## src/rtl/tcs_pkg.sv

```systemverilog
// Package: shared widths and types for the conversion sequencer.
// Assumes an 11-bit converter result held left-justified in a 16-bit register.
package tcs_pkg;
    localparam int SAMPLE_W = 11;
    localparam int REG_W    = 16;
    localparam int PAD_W    = REG_W - SAMPLE_W;

    typedef logic [SAMPLE_W-1:0] sample_t;
    typedef logic [REG_W-1:0]    temp_reg_t;
endpackage

```

## src/rtl/tcs_scheduler.sv

```systemverilog
// Module: conversion scheduler. Issues start pulses once per period while in
// normal mode, starts at once after reset or on leaving shutdown, and
// tracks whether a conversion is in flight so that only matching completions
// are accepted. Assumes PERIOD_CYCLES >= 2 and that the converter answers
// within one period.
module tcs_scheduler #(
    parameter int PERIOD_CYCLES = 20_000_000
) (
    input  logic clk,
    input  logic rst_n,
    input  logic shutdown_i,
    input  logic done_i,
    output logic start_o,
    output logic accept_o
);
    localparam int TW = (PERIOD_CYCLES > 2) ? $clog2(PERIOD_CYCLES) : 1;
    localparam logic [TW-1:0] LAST = TW'(PERIOD_CYCLES - 1);

    logic [TW-1:0] timer_q;
    logic          running_q;
    logic          busy_q;
    logic          launch;

    // Purpose: decide whether a new conversion begins this cycle.
    always_comb begin
        launch = !shutdown_i && (!running_q || (timer_q == LAST));
    end

    // Purpose: a completion counts only for a live conversion in normal mode.
    always_comb begin
        accept_o = done_i && busy_q && !shutdown_i;
    end

    // Purpose: period timer, start pulse, mode history and in-flight flag.
    always_ff @(posedge clk) begin
        if (!rst_n) begin
            timer_q   <= '0;
            running_q <= 1'b0;
            busy_q    <= 1'b0;
            start_o   <= 1'b0;
        end else begin
            running_q <= !shutdown_i;
            start_o   <= launch;
            if (shutdown_i) begin
                timer_q <= '0;
                busy_q  <= 1'b0;
            end else if (launch) begin
                timer_q <= '0;
                busy_q  <= 1'b1;
            end else begin
                timer_q <= timer_q + 1'b1;
                if (accept_o) busy_q <= 1'b0;
            end
        end
    end

    // shutdown sampled at an edge forbids a start pulse after it
    a_r8_no_start_in_shutdown: assert property (@(posedge clk) disable iff (!rst_n)
        shutdown_i |=> !start_o);

    // leaving shutdown restarts conversion at once
    a_r9_wake_restart: assert property (@(posedge clk) disable iff (!rst_n)
        $fell(shutdown_i) |=> start_o);
endmodule

```

## src/rtl/tcs_result.sv

```systemverilog
// Module: result register. Loads the accepted sample left-justified, keeps
// the sticky valid flag and emits the one-cycle compare strobe. Assumes the
// accept input is already qualified by mode and in-flight state.
module tcs_result
    import tcs_pkg::*;
(
    input  logic      clk,
    input  logic      rst_n,
    input  logic      accept_i,
    input  sample_t   sample_i,
    output temp_reg_t temp_o,
    output logic      valid_o,
    output logic      strobe_o
);
    // Purpose: capture on accepted completion, hold otherwise.
    always_ff @(posedge clk) begin
        if (!rst_n) begin
            temp_o   <= '0;
            valid_o  <= 1'b0;
            strobe_o <= 1'b0;
        end else begin
            strobe_o <= accept_i;
            if (accept_i) begin
                temp_o  <= {sample_i, {PAD_W{1'b0}}};
                valid_o <= 1'b1;
            end
        end
    end

    // the register moves only together with a compare strobe
    a_r4_temp_moves_with_strobe: assert property (@(posedge clk) disable iff (!rst_n)
        !$stable(temp_o) |-> strobe_o);

    // valid never drops outside reset
    a_r5_valid_sticky: assert property (@(posedge clk) disable iff (!rst_n)
        valid_o |=> valid_o);
endmodule

```

## src/rtl/temp_conv_sequencer.sv

```systemverilog
// Module: top of the periodic conversion sequencer. Joins the scheduler
// to the result register. Assumes the converter stub pulses its done input
// for one cycle per requested conversion.
module temp_conv_sequencer
    import tcs_pkg::*;
#(
    parameter int PERIOD_CYCLES = 20_000_000
) (
    input  logic                clk,
    input  logic                rst_n,
    input  logic                shutdown_i,
    input  logic                conv_done_i,
    input  logic [SAMPLE_W-1:0] conv_sample_i,
    output logic                conv_start_o,
    output logic [REG_W-1:0]    temp_reg_o,
    output logic                temp_valid_o,
    output logic                cmp_strobe_o
);
    logic accept;

    tcs_scheduler #(.PERIOD_CYCLES(PERIOD_CYCLES)) u_sched (
        .clk        (clk),
        .rst_n      (rst_n),
        .shutdown_i (shutdown_i),
        .done_i     (conv_done_i),
        .start_o    (conv_start_o),
        .accept_o   (accept)
    );

    tcs_result u_result (
        .clk      (clk),
        .rst_n    (rst_n),
        .accept_i (accept),
        .sample_i (conv_sample_i),
        .temp_o   (temp_reg_o),
        .valid_o  (temp_valid_o),
        .strobe_o (cmp_strobe_o)
    );

    // a compare strobe always follows a completion pulse from the converter
    a_r6_strobe_needs_done: assert property (@(posedge clk) disable iff (!rst_n)
        cmp_strobe_o |-> $past(conv_done_i));
endmodule

```

## config.mk

```make
export PLATFORM = sky130hd
export DESIGN_NAME = temp_conv_sequencer
export DESIGN_NICKNAME = d
export VERILOG_FILES = /design/src/rtl/tcs_pkg.sv /design/src/rtl/tcs_scheduler.sv /design/src/rtl/tcs_result.sv /design/src/rtl/temp_conv_sequencer.sv
export SDC_FILE = /design/constraint.sdc
export NUM_CORES = 1
export LEC_CHECK = 0
export ABC_AREA = 1
export BUFFER_PORTS_ARGS = -buffer_cell sky130_fd_sc_hd__clkbuf_2
export CAP_MARGIN = 30
export CORE_ASPECT_RATIO = 0.7
export CORE_MARGIN = 1
export CORE_UTILIZATION = 30
export DETAILED_ROUTE_END_ITERATION = 10
export GPL_ROUTABILITY_DRIVEN = 0
export GPL_TIMING_DRIVEN = 0
export PLACE_DENSITY = 0.5
export SYNTH_ARGS = -nofsm -noshare
export SYNTH_HDL_FRONTEND = slang
export SYNTH_HIERARCHICAL = 1
export SYNTH_SLANG_ARGS = --single-unit
```

## constraint.sdc

```tcl
create_clock -name clk -period 1.58 [get_ports clk]
set_input_delay 0.079 -clock clk [delete_from_list [all_inputs] [get_ports clk]]
set_output_delay 0.079 -clock clk [all_outputs]
set_load 0.01 [all_outputs]
```

==> out/qor.tcl, run 1 <==
set qor(cts-hold-fix-buffers) 0
set qor(timing.critical_path.buf_inv) 1
set qor(grt_overflow) 0
set qor(power.net_switching_mw) 0.429
set qor(largest_net_degree_at_the_start_of_global_routing) 13
set qor(netlist_instances) 301
set qor(power.combinational.fraction) 0.055
set qor(antenna-diode-count) 0
set qor(detail_route.vias_per_cell) 4.08
set qor(slew_viol_final) 0
set qor(endpoint_kind) {flip-flop}
set qor(timing.hold.worst_endpoint) {u_sched/running_q}
set qor(cts_num_sinks) 41
set qor(cts_htree_levels) 2
set qor(clock_pin_slew_of_the_registers_on_the_worst_case_setup_and_hold_paths_ns) 0.08
set qor(initial_utilization) 0.317
set qor(fmaxAchievable_mhz) 671
set qor(maximum_fanout_along_the_worst_path) 8
set qor(mappedNetlistArea_um2) 2020
set qor(startpoint_class_of_the_critical_path) {flip-flop}
set qor(detailedRoute.firstIterationViolations) 85
set qor(grt_antenna_before_repair) 0
set qor(clock_tree.root_cell) {sky130_fd_sc_hd__clkbuf_8}
set qor(finalInstanceArea_um2) 2530
set qor(timing.final.hold_violations) 0
set qor(layout.core_utilization) 0.397
set qor(total_leakage_power_nw) 1.08
set qor(die-width_um) 100
set qor(die-area_um2) 7070
set qor(switching_share) 0.210
set qor(commonest_non_fill_non_tap_cell_in_the_layout) {sky130_fd_sc_hd__nand2_1}
set qor(post_synth_num_cell_types) 23
set qor(worst_path_dominant_cell_family) {simple AND/OR/NAND/NOR gates}
set qor(reg2reg_slack_ns) 0.09
set qor(cts-buffers-inserted) 5
set qor(cp_common_cell) {sky130_fd_sc_hd__nor2_4}
set qor(dp.cells) 424
set qor(syn_avg_cell_area_um2) 6.71
set qor(period_minus_slack_ns) 1.49
set qor(cp.depth) 9
set qor(power_density_nw_per_um2) 810
set qor(multi_input_comb_area_um2) 993
set qor(worstReg2RegEnd) {u_sched/timer_q[18]}
set qor(fp-row-count) 24
set qor(hold_depth) 2
set qor(cts.path.max_buffers) 2
set qor(ios) 34
set qor(cap_violations) 0
set qor(critical-path-max-stage-delay_ns) 0.37
set qor(detailed_place_hpwl_um) 3190
set qor(dpl_cell_area_um2) 2290
set qor(finalWirelength_um) 4270
set qor(worst_path_max_delay_cell) {sky130_fd_sc_hd__dfxtp_4}
set qor(worst_ir_drop_vdd_v) 0.000350
set qor(grt_first_pass_wirelength_um) 7140
set qor(setup_ws_ns) 0.0896
set qor(most_frequent_cells_in_the_layout) {sky130_fd_sc_hd__nand2_1 (80), sky130_fd_sc_hd__nor2_1 (73), sky130_fd_sc_hd__inv_1 (42)}
set qor(worstRegToRegCells) 9
set qor(reg2reg_from) {u_sched/timer_q[0]}
set qor(pre_cts_ws_ns) -0.0568
set qor(first_pass_iters) 4
set qor(finalSetupTns_ns) 0
set qor(wl_per_cell_um) 9.74
set qor(nets) 362
set qor(clkLatencyLatePin_ns) 0.29
set qor(clock_skew_ns) 0.00918
set qor(status) {finished, final reports clean}
set qor(grt_util_all_layers) 0.129
set qor(drtAntennaViolNets) 0
set qor(register_area_um2) 827
set qor(tritoncts) {built}
set qor(clock_power_share) 0.430
set qor(area_growth_pct) 25.1
set qor(port_buffers) 28
set qor(core_outline_area_um2) 6370
set qor(cp.arrival_ns) 1.68
set qor(worst_hold_path_type) {in2reg}
set qor(power.share.sequential) 0.515
set qor(cellInternalPower_mw) 1.62
set qor(first_global_vias) 1526
set qor(synth_sequential_area_ratio) 0.406
set qor(die_h_um) 70.7
set qor(worst_hold_startpoint) {shutdown_i}
set qor(ys_warn_count) 6
set qor(period_share) 0.943
set qor(final-setup-viol-count) 0
set qor(worstPathCellList) {ha_4 -> nand2_1 -> nor2_4 -> nand2_4 -> nor2_4 -> nand2_2 -> nand3_4 -> clkbuf_16 -> nor2_1}
set qor(route.vias.total) 1786
set qor(crit_required_ns) 1.77
set qor(fillerInstances) 703
set qor(layout-drive-gt1-share) 0.190
set qor(synth_seq_cells) 41
set qor(layoutNonFillerInstCount) 438
set qor(critical_path_class) {reg2reg}
set qor(route.detailed.drc) 0
[final cells by class]
| class | count | area share |
|---|---|---|
| multi-input combinational | 211 | 0.393 |
| sequential | 41 | 0.327 |
| timing repair buffer | 34 | 0.0871 |
| inverter | 43 | 0.0639 |
| tap | 91 | 0.0450 |
| buffer | 10 | 0.0376 |
| clock buffer | 7 | 0.0342 |
| clock inverter | 1 | 0.0119 |
[synth_stat cells]
cell type                 number  share of area
sky130_fd_sc_hd__nand4_1       4          0.012
sky130_fd_sc_hd__nand2_2       3         0.0093
sky130_fd_sc_hd__nor3_1        1         0.0025
sky130_fd_sc_hd__nand3_4       1         0.0087
sky130_fd_sc_hd__xnor2_1       8          0.035
sky130_fd_sc_hd__a31oi_1       1         0.0031
sky130_fd_sc_hd__nor2_1       73           0.14
sky130_fd_sc_hd__buf_4         5          0.019
sky130_fd_sc_hd__o21ai_0       1         0.0025
sky130_fd_sc_hd__nand3_1      16          0.040
sky130_fd_sc_hd__inv_1        42          0.078
sky130_fd_sc_hd__nor2_2        4          0.012
sky130_fd_sc_hd__xor2_1        7          0.030
sky130_fd_sc_hd__nor2_4        2          0.011
sky130_fd_sc_hd__dfxtp_1      41           0.41
sky130_fd_sc_hd__a21oi_1       1         0.0025
sky130_fd_sc_hd__conb_1        1         0.0019
sky130_fd_sc_hd__nor2b_1       3         0.0093
sky130_fd_sc_hd__inv_2         1         0.0019
sky130_fd_sc_hd__buf_2         1         0.0025
sky130_fd_sc_hd__nand2_1      80           0.15
sky130_fd_sc_hd__buf_6         4          0.022
sky130_fd_sc_hd__ha_1          1         0.0062
[timing repair]
action                     4_1_cts  5_1_grt
gates cloned                     0        2
setup endpoints to repair       20       23
hold endpoints to repair         0        0
setup buffers                    3        1
pin swaps                        1        1
resized for setup                4        7
[kinds of logic (layout without fill, tap and decap cells)]
family	Yosys count	count (layout)	synth area share
AND/OR/NAND/NOR	187	187	0.389
buffers and inverters	53	95	0.123
flip-flops	41	41	0.406
XOR/XNOR	15	15	0.0650
AO/OA/AOI/OAI	3	3	0.00805
adder cells (fa/ha/maj)	1	1	0.00619
other	1	5	0.00186
[registers in the layout, indices dropped and copies added, names as in the netlist]
signal             cells
u_result/strobe_o      1
u_result/temp_o       11
u_result/valid_o       1
u_sched/busy_q         1
u_sched/running_q      1
u_sched/start_o        1
u_sched/timer_q       25
[stage by stage]
step	hold WS [ns]	total power [mW]
after detailed placement	0.332	1.18
after CTS	0.0150	2.08
after global placement	0.328	1.18
final	0.0266	2.05
after floorplan	0.199	1.14
after global routing	0.0435	2.15
[power groups by stage]
stage                     registers (mW)  logic [mW]  clock network [mW]
after floorplan                     1.08      0.0594                   0
after global placement              1.08       0.103                   0
after detailed placement            1.08       0.104                   0
after CTS                           1.06       0.107               0.919
after global routing                1.06       0.128               0.967
final                               1.05       0.112               0.880
[layer usage]
| layer | up-vias | part of all wire | track usage |
|---|---|---|---|
| met5 | - | 0 | 0 |
| met4 | 0 | 0.0061 | 0.0290 |
| met2 | 32 | 0.39 | 0.175 |
| li1 | 971 | - | - |
| met3 | 4 | 0.052 | 0.0356 |
| met1 | 779 | 0.55 | 0.198 |
[worst max-delay path by stage]
stage	from	endpoint	slack [ns]
after global routing	u_sched/timer_q[13]	u_sched/timer_q[24]	-0.00005
final	u_sched/timer_q[0]	u_sched/timer_q[18]	0.09
after floorplan	u_sched/timer_q[0]	u_sched/timer_q[16]	0.19
after global placement	u_sched/timer_q[0]	u_sched/timer_q[21]	-0.04
after CTS	u_sched/timer_q[0]	u_sched/timer_q[15]	0.006
after detailed placement	u_sched/timer_q[0]	u_sched/timer_q[13]	-0.06
No activity file was read; power rests on OpenSTA's default activity.
==> run 2, diff against run 1 <==
--- a/config.mk
+++ b/config.mk
@@ -13,9 +13,7 @@
 export CORE_UTILIZATION = 30
 export DETAILED_ROUTE_END_ITERATION = 10
 export GPL_ROUTABILITY_DRIVEN = 0
-export GPL_TIMING_DRIVEN = 0
 export PLACE_DENSITY = 0.5
 export SYNTH_ARGS = -nofsm -noshare
 export SYNTH_HDL_FRONTEND = slang
-export SYNTH_HIERARCHICAL = 1
 export SYNTH_SLANG_ARGS = --single-unit
==> out/qor.tcl, run 2 <==
set qor(crit_path_start) {u_sched.timer_q[1]}
set qor(wl_per_cell_um) 11.3 ;# +16%
set qor(rsz0062_at_grt) {false}
set qor(fmaxAchievable_mhz) 690 ;# +2.9%
set qor(slew_viol_final) 0 ;# unchanged
set qor(nets) 325 ;# -10%
set qor(grt_util_all_layers) 0.126 ;# -0.00286
set qor(worst_path_max_delay_cell) {sky130_fd_sc_hd__dfxtp_1}
set qor(clkLatencyLatePin_ns) 0.30 ;# about the same
set qor(die-width_um) 97.6 ;# -2.5%
set qor(largest_reg_flops) 25 ;# unchanged
set qor(clock_skew_ns) 0.00349 ;# -0.00569 ns
set qor(fp-row-count) 23 ;# -4.2%
set qor(first_global_vias) 1374 ;# -10%
set qor(ios) 34 ;# unchanged
set qor(die-area_um2) 6720 ;# -5.0%
set qor(endpoint_kind) {flip-flop}
set qor(largest_net_degree_at_the_start_of_global_routing) 26 ;# +13
set qor(yosys.cell_count.top_type) {sky130_fd_sc_hd__nor2_1}
set qor(antenna-diode-count) 0 ;# unchanged
set qor(reg_top3) {u_sched.timer_q: 25 flops, u_result.temp_o: 11 flops}
set qor(drtAntennaViolNets) 0 ;# unchanged
set qor(synth_seq_cells) 41 ;# unchanged
set qor(critical-path-max-stage-delay_ns) 0.34 ;# -0.03 ns
set qor(finalInstanceArea_um2) 2260 ;# -11%
set qor(route.detailed.drc) 0 ;# unchanged
set qor(total_leakage_power_nw) 0.897 ;# -17%
set qor(largest_register) {u_sched.timer_q}
set qor(cts-buffers-inserted) 5 ;# unchanged
set qor(clock_tree.root_cell) {sky130_fd_sc_hd__clkbuf_8}
set qor(synthDominantAreaCellType) {sky130_fd_sc_hd__dfxtp_1}
set qor(post_synth_num_cell_types) 23 ;# unchanged
set qor(finalSetupTns_ns) 0 ;# unchanged
set qor(first_pass_iters) 4 ;# unchanged
set qor(top_area_cells_in_the_synthesized_netlist) {sky130_fd_sc_hd__dfxtp_1 (43%), sky130_fd_sc_hd__nor2_1 (15%), sky130_fd_sc_hd__nand2_1 (11%)}
set qor(power_density_nw_per_um2) 812 ;# +0.32%
set qor(most_frequent_cells_in_the_layout) {sky130_fd_sc_hd__nor2_1 (77), sky130_fd_sc_hd__nand2_1 (56), sky130_fd_sc_hd__dfxtp_1 (40)}
set qor(status) {finished, final reports clean}
set qor(core_outline_area_um2) 5930 ;# -6.9%
set qor(port_buffers) 28 ;# unchanged
set qor(die_h_um) 68.9 ;# -2.5%
set qor(dp.cells) 375 ;# -12%
set qor(route.vias.total) 1688 ;# -5.5%
set qor(cts.path.max_buffers) 2 ;# unchanged
set qor(dpl_cell_area_um2) 2130 ;# -7.2%
set qor(number_of_buffers_inserted_by_post_cts_setup_repair) 0 ;# -3
set qor(final-setup-viol-count) 0 ;# unchanged
set qor(cp_common_cell) {sky130_fd_sc_hd__nand2_4}
set qor(detailed_place_hpwl_um) 3030 ;# -5.0%
set qor(clock_pin_slew_of_the_registers_on_the_worst_case_setup_and_hold_paths_ns) 0.08 ;# about the same
set qor(cts_htree_levels) 2 ;# unchanged
set qor(ys_warn_count) 0 ;# -6
set qor(worst_hold_path_type) {in2reg}
set qor(critical_path_class) {reg2reg}
set qor(worst_tran_pin_value_ns) 0.872
set qor(tritoncts) {built}
set qor(grt_antenna_before_repair) 0 ;# unchanged
set qor(crit_required_ns) 1.77 ;# about the same
set qor(netlist_instances) 274 ;# -9.0%
set qor(area_growth_pct) 17.6
set qor(detailedRoute.firstIterationViolations) 43 ;# -49%
set qor(worst_hold_startpoint) {conv_sample_i[0]}
set qor(multi_input_comb_area_um2) 975 ;# -1.9%
set qor(fillerInstances) 666 ;# -5.3%
set qor(initial_utilization) 0.324 ;# +0.00614
set qor(synth_enable_flop_cells) 0 ;# unchanged
set qor(hold_ws_ns) 0.0262 ;# -0.000425 ns
set qor(cap_violations) 0 ;# unchanged
set qor(mappedNetlistArea_um2) 1920 ;# -5.1%
set qor(post-synth-top-area-fraction) 0.428 ;# +0.0217
set qor(syn_avg_cell_area_um2) 7.00 ;# +4.3%
set qor(reg2reg_from) {u_sched.timer_q[1]}
set qor(worstPathCellList) {ha_2 -> nand3_2 -> inv_2 -> nand2_4 -> nor2_2 -> nand2_4 -> nand3_4 -> nor2_1}
set qor(timing.final.hold_violations) 0 ;# unchanged
set qor(finalWirelength_um) 4340 ;# +1.8%
set qor(detail_route.vias_per_cell) 4.38 ;# +7.5%
set qor(commonest_non_fill_non_tap_cell_in_the_layout) {sky130_fd_sc_hd__nor2_1}
set qor(synth_sequential_area_ratio) 0.428 ;# +0.0217
set qor(layoutNonFillerInstCount) 385 ;# -12%
set qor(grt_overflow) 0 ;# unchanged
set qor(layout-drive-gt1-share) 0.177 ;# -0.0128
set qor(maximum_fanout_along_the_worst_path) 12 ;# +4
set qor(yosys_most_used_dff) {sky130_fd_sc_hd__dfxtp_1}
set qor(period_share) 0.917 ;# -0.0267
set qor(register_area_um2) 822 ;# -0.61%
set qor(ys_top_cells_by_count) {sky130_fd_sc_hd__nor2_1 (77), sky130_fd_sc_hd__nand2_1 (56), sky130_fd_sc_hd__dfxtp_1 (41)}
set qor(grt_first_pass_wirelength_um) 6390 ;# -11%
set qor(synthArstFlopShare) 0 ;# unchanged
set qor(cts_num_sinks) 41 ;# unchanged
set qor(cp.arrival_ns) 1.64 ;# -0.04 ns
set qor(worst_ir_drop_vdd_v) 0.000282 ;# -19%
set qor(period_minus_slack_ns) 1.45 ;# -0.0422 ns
set qor(startpoint_class_of_the_critical_path) {flip-flop}
set qor(max-slew-margin-rel) 0.416
[run 2: cell types whose count changed after synthesis, moves of 2 or more]
cell	change
sky130_fd_sc_hd__inv_1	-14
sky130_fd_sc_hd__nand2_1	-24
sky130_fd_sc_hd__o21ai_0	+10
sky130_fd_sc_hd__buf_6	-2
sky130_fd_sc_hd__clkbuf_1	+3
sky130_fd_sc_hd__nor2_1	+4
[run 2: final timing paths]
kind              cells past startpoint  slack (ns)                  end
hold reg to reg                       1        0.42   u_sched.timer_q[0]
setup reg to reg                      8        0.13  u_sched.timer_q[19]
hold / removal                        3        0.03   u_result.temp_o[5]
setup / recovery                      8        0.13  u_sched.timer_q[19]
[run 2: stage by stage]
step           total power, mW  setup slack [ns]   util
3_3_place_gp              1.17             0.108  0.359
2_1_floorplan             1.14             0.241      -
5_1_grt                   1.93            0.0201  0.381
6_report                  1.83             0.132  0.381
4_1_cts                   1.85            0.0481  0.373
3_5_place_dp              1.17            0.0650  0.359
[run 2: power by group]
| part | internal (mW) | switching [mW] |
|---|---|---|
| clock | 0.305 | 0.374 |
| sequential | 1.05 | 0.0120 |
| combinational | 0.0366 | 0.0550 |
| total | 1.39 | 0.441 |
[run 2: layout make-up]
| type | count | share of cell area |
|---|---|---|
| flip-flops and latches | 41 | 0.364 |
| well taps | 75 | 0.0416 |
| inverters | 29 | 0.0483 |
| clock buffers | 5 | 0.0305 |
| multi-input cells | 200 | 0.432 |
| clock inverters | 3 | 0.00776 |
| repair buffers | 32 | 0.0754 |
[run 2: timing repair]
action | 4_1_cts | 5_1_grt
setup endpoints to repair | 0 | 25
resized for setup | 0 | 5
endpoints found under the hold margin | 0 | 0
hold buffers | 0 | 0
[run 2: per-layer routing]
metal / up-vias / global-route usage / wire length (um)
met1: 758 / 0.182 / 2400
met4: 0 / 0.0662 / 74
met5: - / 0 / 0
met2: 27 / 0.169 / 1710
li1: 896 / - / -
met3: 7 / 0.0333 / 154
[run 2: cell families after synthesis]
family          after synthesis  synth area share
buf+inv                      39            0.0939
simple gates                167             0.377
xor+xnor                     14            0.0639
compound gates               11            0.0287
other cells                   1           0.00196
fa+ha+maj                     1           0.00652
flops                        41             0.428
[run 2: worst max-delay path: cells and delay by family (launching register included)]
| family | cells | cell delay, ns |
|---|---|---|
| buffers and inverters | 1 | 0.11 |
| adders and majority gates | 1 | 0.20 |
| DFF | 1 | 0.34 |
| and+or+nand+nor | 6 | 0.70 |
==> run 3, diff against run 2 <==
--- a/config.mk
+++ b/config.mk
@@ -11,8 +11,10 @@
 export CORE_ASPECT_RATIO = 0.7
 export CORE_MARGIN = 1
 export CORE_UTILIZATION = 30
+export CTS_CLUSTER_DIAMETER = 100
 export DETAILED_ROUTE_END_ITERATION = 10
-export GPL_ROUTABILITY_DRIVEN = 0
+export GPL_ROUTABILITY_DRIVEN = 1
+export MAX_ROUTING_LAYER = met4
 export PLACE_DENSITY = 0.5
 export SYNTH_ARGS = -nofsm -noshare
 export SYNTH_HDL_FRONTEND = slang
==> out/qor.tcl, run 3 (synthesis results as in run 2) <==
set qor(status) {finished, final reports clean}
set qor(timing.final.hold_violations) 0 ;# unchanged
set qor(dpl_cell_area_um2) 2130 ;# unchanged
set qor(cts_num_sinks) 41 ;# unchanged
set qor(worst_path_dominant_cell_family) {simple AND/OR/NAND/NOR gates}
set qor(fp-row-count) 23 ;# unchanged
set qor(maximum_fanout_along_the_worst_path) 12 ;# unchanged
set qor(crit_required_ns) 1.77 ;# about the same
set qor(initial_utilization) 0.324 ;# unchanged
set qor(clock_pin_slew_of_the_registers_on_the_worst_case_setup_and_hold_paths_ns) 0.08 ;# about the same
set qor(detailed_place_hpwl_um) 3030 ;# unchanged
set qor(cellInternalPower_mw) 1.39 ;# about the same
set qor(drtAntennaViolNets) 0 ;# unchanged
set qor(place.gp.congestion) 0.798
set qor(number_of_buffers_inserted_by_post_cts_setup_repair) 0 ;# unchanged
set qor(grt_util_all_layers) 0.130 ;# +0.00402
set qor(worst_tran_pin_value_ns) 0.877 ;# +0.00526 ns
set qor(pre_cts_ws_ns) 0.0650 ;# unchanged
set qor(finalSetupTns_ns) 0 ;# unchanged
set qor(first_global_vias) 1373 ;# -0.073%
set qor(first_pass_iters) 4 ;# unchanged
set qor(area_growth_pct) 17.6 ;# unchanged
set qor(max-slew-margin-rel) 0.413 ;# -0.00352
set qor(timing.critical_path.buf_inv) 1 ;# unchanged
set qor(nets) 325 ;# unchanged
set qor(critical_path_class) {reg2reg}
set qor(clock_skew_ns) 0.00356 ;# +0.0000771 ns
set qor(die_h_um) 68.9 ;# unchanged
set qor(commonest_non_fill_non_tap_cell_in_the_layout) {sky130_fd_sc_hd__nor2_1}
set qor(worst_path_max_delay_cell) {sky130_fd_sc_hd__dfxtp_1}
set qor(worst_ir_drop_vdd_v) 0.000281 ;# -0.46%
set qor(switching_share) 0.240 ;# -0.00100
set qor(port_buffers) 28 ;# unchanged
set qor(detail_route.vias_per_cell) 4.37 ;# -0.30%
set qor(cp.arrival_ns) 1.64 ;# about the same
set qor(route.detailed.drc) 0 ;# unchanged
set qor(largest_register) {u_sched.timer_q}
set qor(final-setup-viol-count) 0 ;# unchanged
set qor(largest_reg_flops) 25 ;# unchanged
set qor(route.vias.total) 1683 ;# -0.30%
set qor(cts-buffers-inserted) 5 ;# unchanged
set qor(hold_ws_ns) 0.0279 ;# +0.00169 ns
set qor(worstPathCellList) {ha_2 -> nand3_2 -> inv_2 -> nand2_4 -> nor2_2 -> nand2_4 -> nand3_4 -> nor2_1}
set qor(grt_overflow) 0 ;# unchanged
set qor(power.net_switching_mw) 0.439 ;# -0.55%
set qor(largest_net_degree_at_the_start_of_global_routing) 26 ;# unchanged
set qor(critical-path-max-stage-delay_ns) 0.34 ;# about the same
set qor(die-area_um2) 6720 ;# unchanged
set qor(core_outline_area_um2) 5930 ;# unchanged
set qor(tritoncts) {built}
set qor(cts.path.max_buffers) 2 ;# unchanged
set qor(rsz0062_at_grt) {false}
set qor(die-width_um) 97.6 ;# unchanged
set qor(total_leakage_power_nw) 0.897 ;# unchanged
set qor(clock_power_share) 0.370 ;# about the same
set qor(fmaxAchievable_mhz) 691 ;# about the same
set qor(startpoint_class_of_the_critical_path) {flip-flop}
set qor(cap_violations) 0 ;# unchanged
set qor(detailedRoute.firstIterationViolations) 45 ;# +4.7%
set qor(power.share.sequential) 0.580 ;# about the same
set qor(antenna-diode-count) 0 ;# unchanged
set qor(power.combinational.fraction) 0.050 ;# about the same
set qor(grt_antenna_before_repair) 0 ;# unchanged
set qor(period_share) 0.916 ;# about the same
set qor(ios) 34 ;# unchanged
set qor(most_frequent_cells_in_the_layout) {sky130_fd_sc_hd__nor2_1 (77), sky130_fd_sc_hd__nand2_1 (56), sky130_fd_sc_hd__dfxtp_1 (40)}
set qor(finalWirelength_um) 4340 ;# about the same
set qor(period_minus_slack_ns) 1.45 ;# -0.000254 ns
set qor(power_density_nw_per_um2) 811 ;# -0.14%
set qor(grt_first_pass_wirelength_um) 6380 ;# -0.11%
set qor(slew_viol_final) 0 ;# unchanged
set qor(clkLatencyLatePin_ns) 0.29 ;# about the same
set qor(clock_tree.root_cell) {sky130_fd_sc_hd__clkbuf_8}
set qor(setup_ws_ns) 0.132 ;# +0.000254 ns
set qor(wl_per_cell_um) 11.3 ;# about the same
set qor(cp_common_cell) {sky130_fd_sc_hd__nand2_4}
set qor(cts_htree_levels) 2 ;# unchanged
set qor(worst_hold_path_type) {in2reg}
set qor(reg_top3) {u_sched.timer_q: 25 flops, u_result.temp_o: 11 flops}
set qor(layout-drive-gt1-share) 0.177 ;# unchanged
set qor(endpoint_kind) {flip-flop}
set qor(finalInstanceArea_um2) 2260 ;# unchanged
-- run 3: cell counts in the layout (fill, tap and decap cells not counted) --
No cell type changed its count.
-- run 3: area by class of cell --
type | instances | area (um^2)
fill | 666 | 3670
sequential | 41 | 822
multi-input combinational | 200 | 975
inverter | 29 | 109
timing repair buffer | 32 | 170
tap | 75 | 93.8
clock buffer | 5 | 68.8
clock inverter | 3 | 17.5
-- run 3: path summary, 6_finish.rpt --
path | to | depth (start not counted) | from | slack (ns)
max | u_sched.timer_q[19] | 8 | u_sched.timer_q[1] | 0.13
min | u_result.temp_o[5] | 3 | conv_sample_i[0] | 0.03
max reg2reg | u_sched.timer_q[19] | 8 | u_sched.timer_q[1] | 0.13
min reg2reg | u_sched.timer_q[0] | 1 | u_sched.timer_q[0] | 0.42
-- run 3: what timing repair did --
action	4_1_cts	5_1_grt
resized for setup	0	5
hold buffers	0	0
endpoints found under the setup margin	0	25
-- run 3: layer usage --
layer | wire length, um | GRT usage | vias up
met5 | 0 | - | -
met4 | 72 | 0.0662 | 0
met3 | 156 | 0.0333 | 8
met2 | 1710 | 0.168 | 26
met1 | 2410 | 0.183 | 752
li1 | - | - | 897
-- run 3: worst reg2reg max path: stages (launching register included) --
cell and delay (ns):
sky130_fd_sc_hd__dfxtp_1 0.34, sky130_fd_sc_hd__ha_2 0.20, sky130_fd_sc_hd__nand3_2 0.12, sky130_fd_sc_hd__inv_2 0.11
sky130_fd_sc_hd__nand2_4 0.08, sky130_fd_sc_hd__nor2_2 0.13, sky130_fd_sc_hd__nand2_4 0.12, sky130_fd_sc_hd__nand3_4 0.18
sky130_fd_sc_hd__nor2_1 0.07
-- run 3: power by group through the flow --
stage	clock network [mW]	logic [mW]	registers [mW]
after floorplan	0	0.0535	1.09
after global placement	0	0.0875	1.08
after detailed placement	0	0.0870	1.08
after CTS	0.704	0.0872	1.06
after global routing	0.764	0.104	1.06
final	0.677	0.0918	1.06
-- run 3: per-stage QoR --
| stage | instances | total power, mW | utilization |
|---|---|---|---|
| after floorplan | 278 | 1.14 | - |
| after global placement | 375 | 1.17 | 0.359 |
| after detailed placement | 375 | 1.17 | 0.359 |
| after CTS | 383 | 1.85 | 0.373 |
| after global routing | 385 | 1.93 | 0.381 |
| final | 385 | 1.83 | 0.381 |
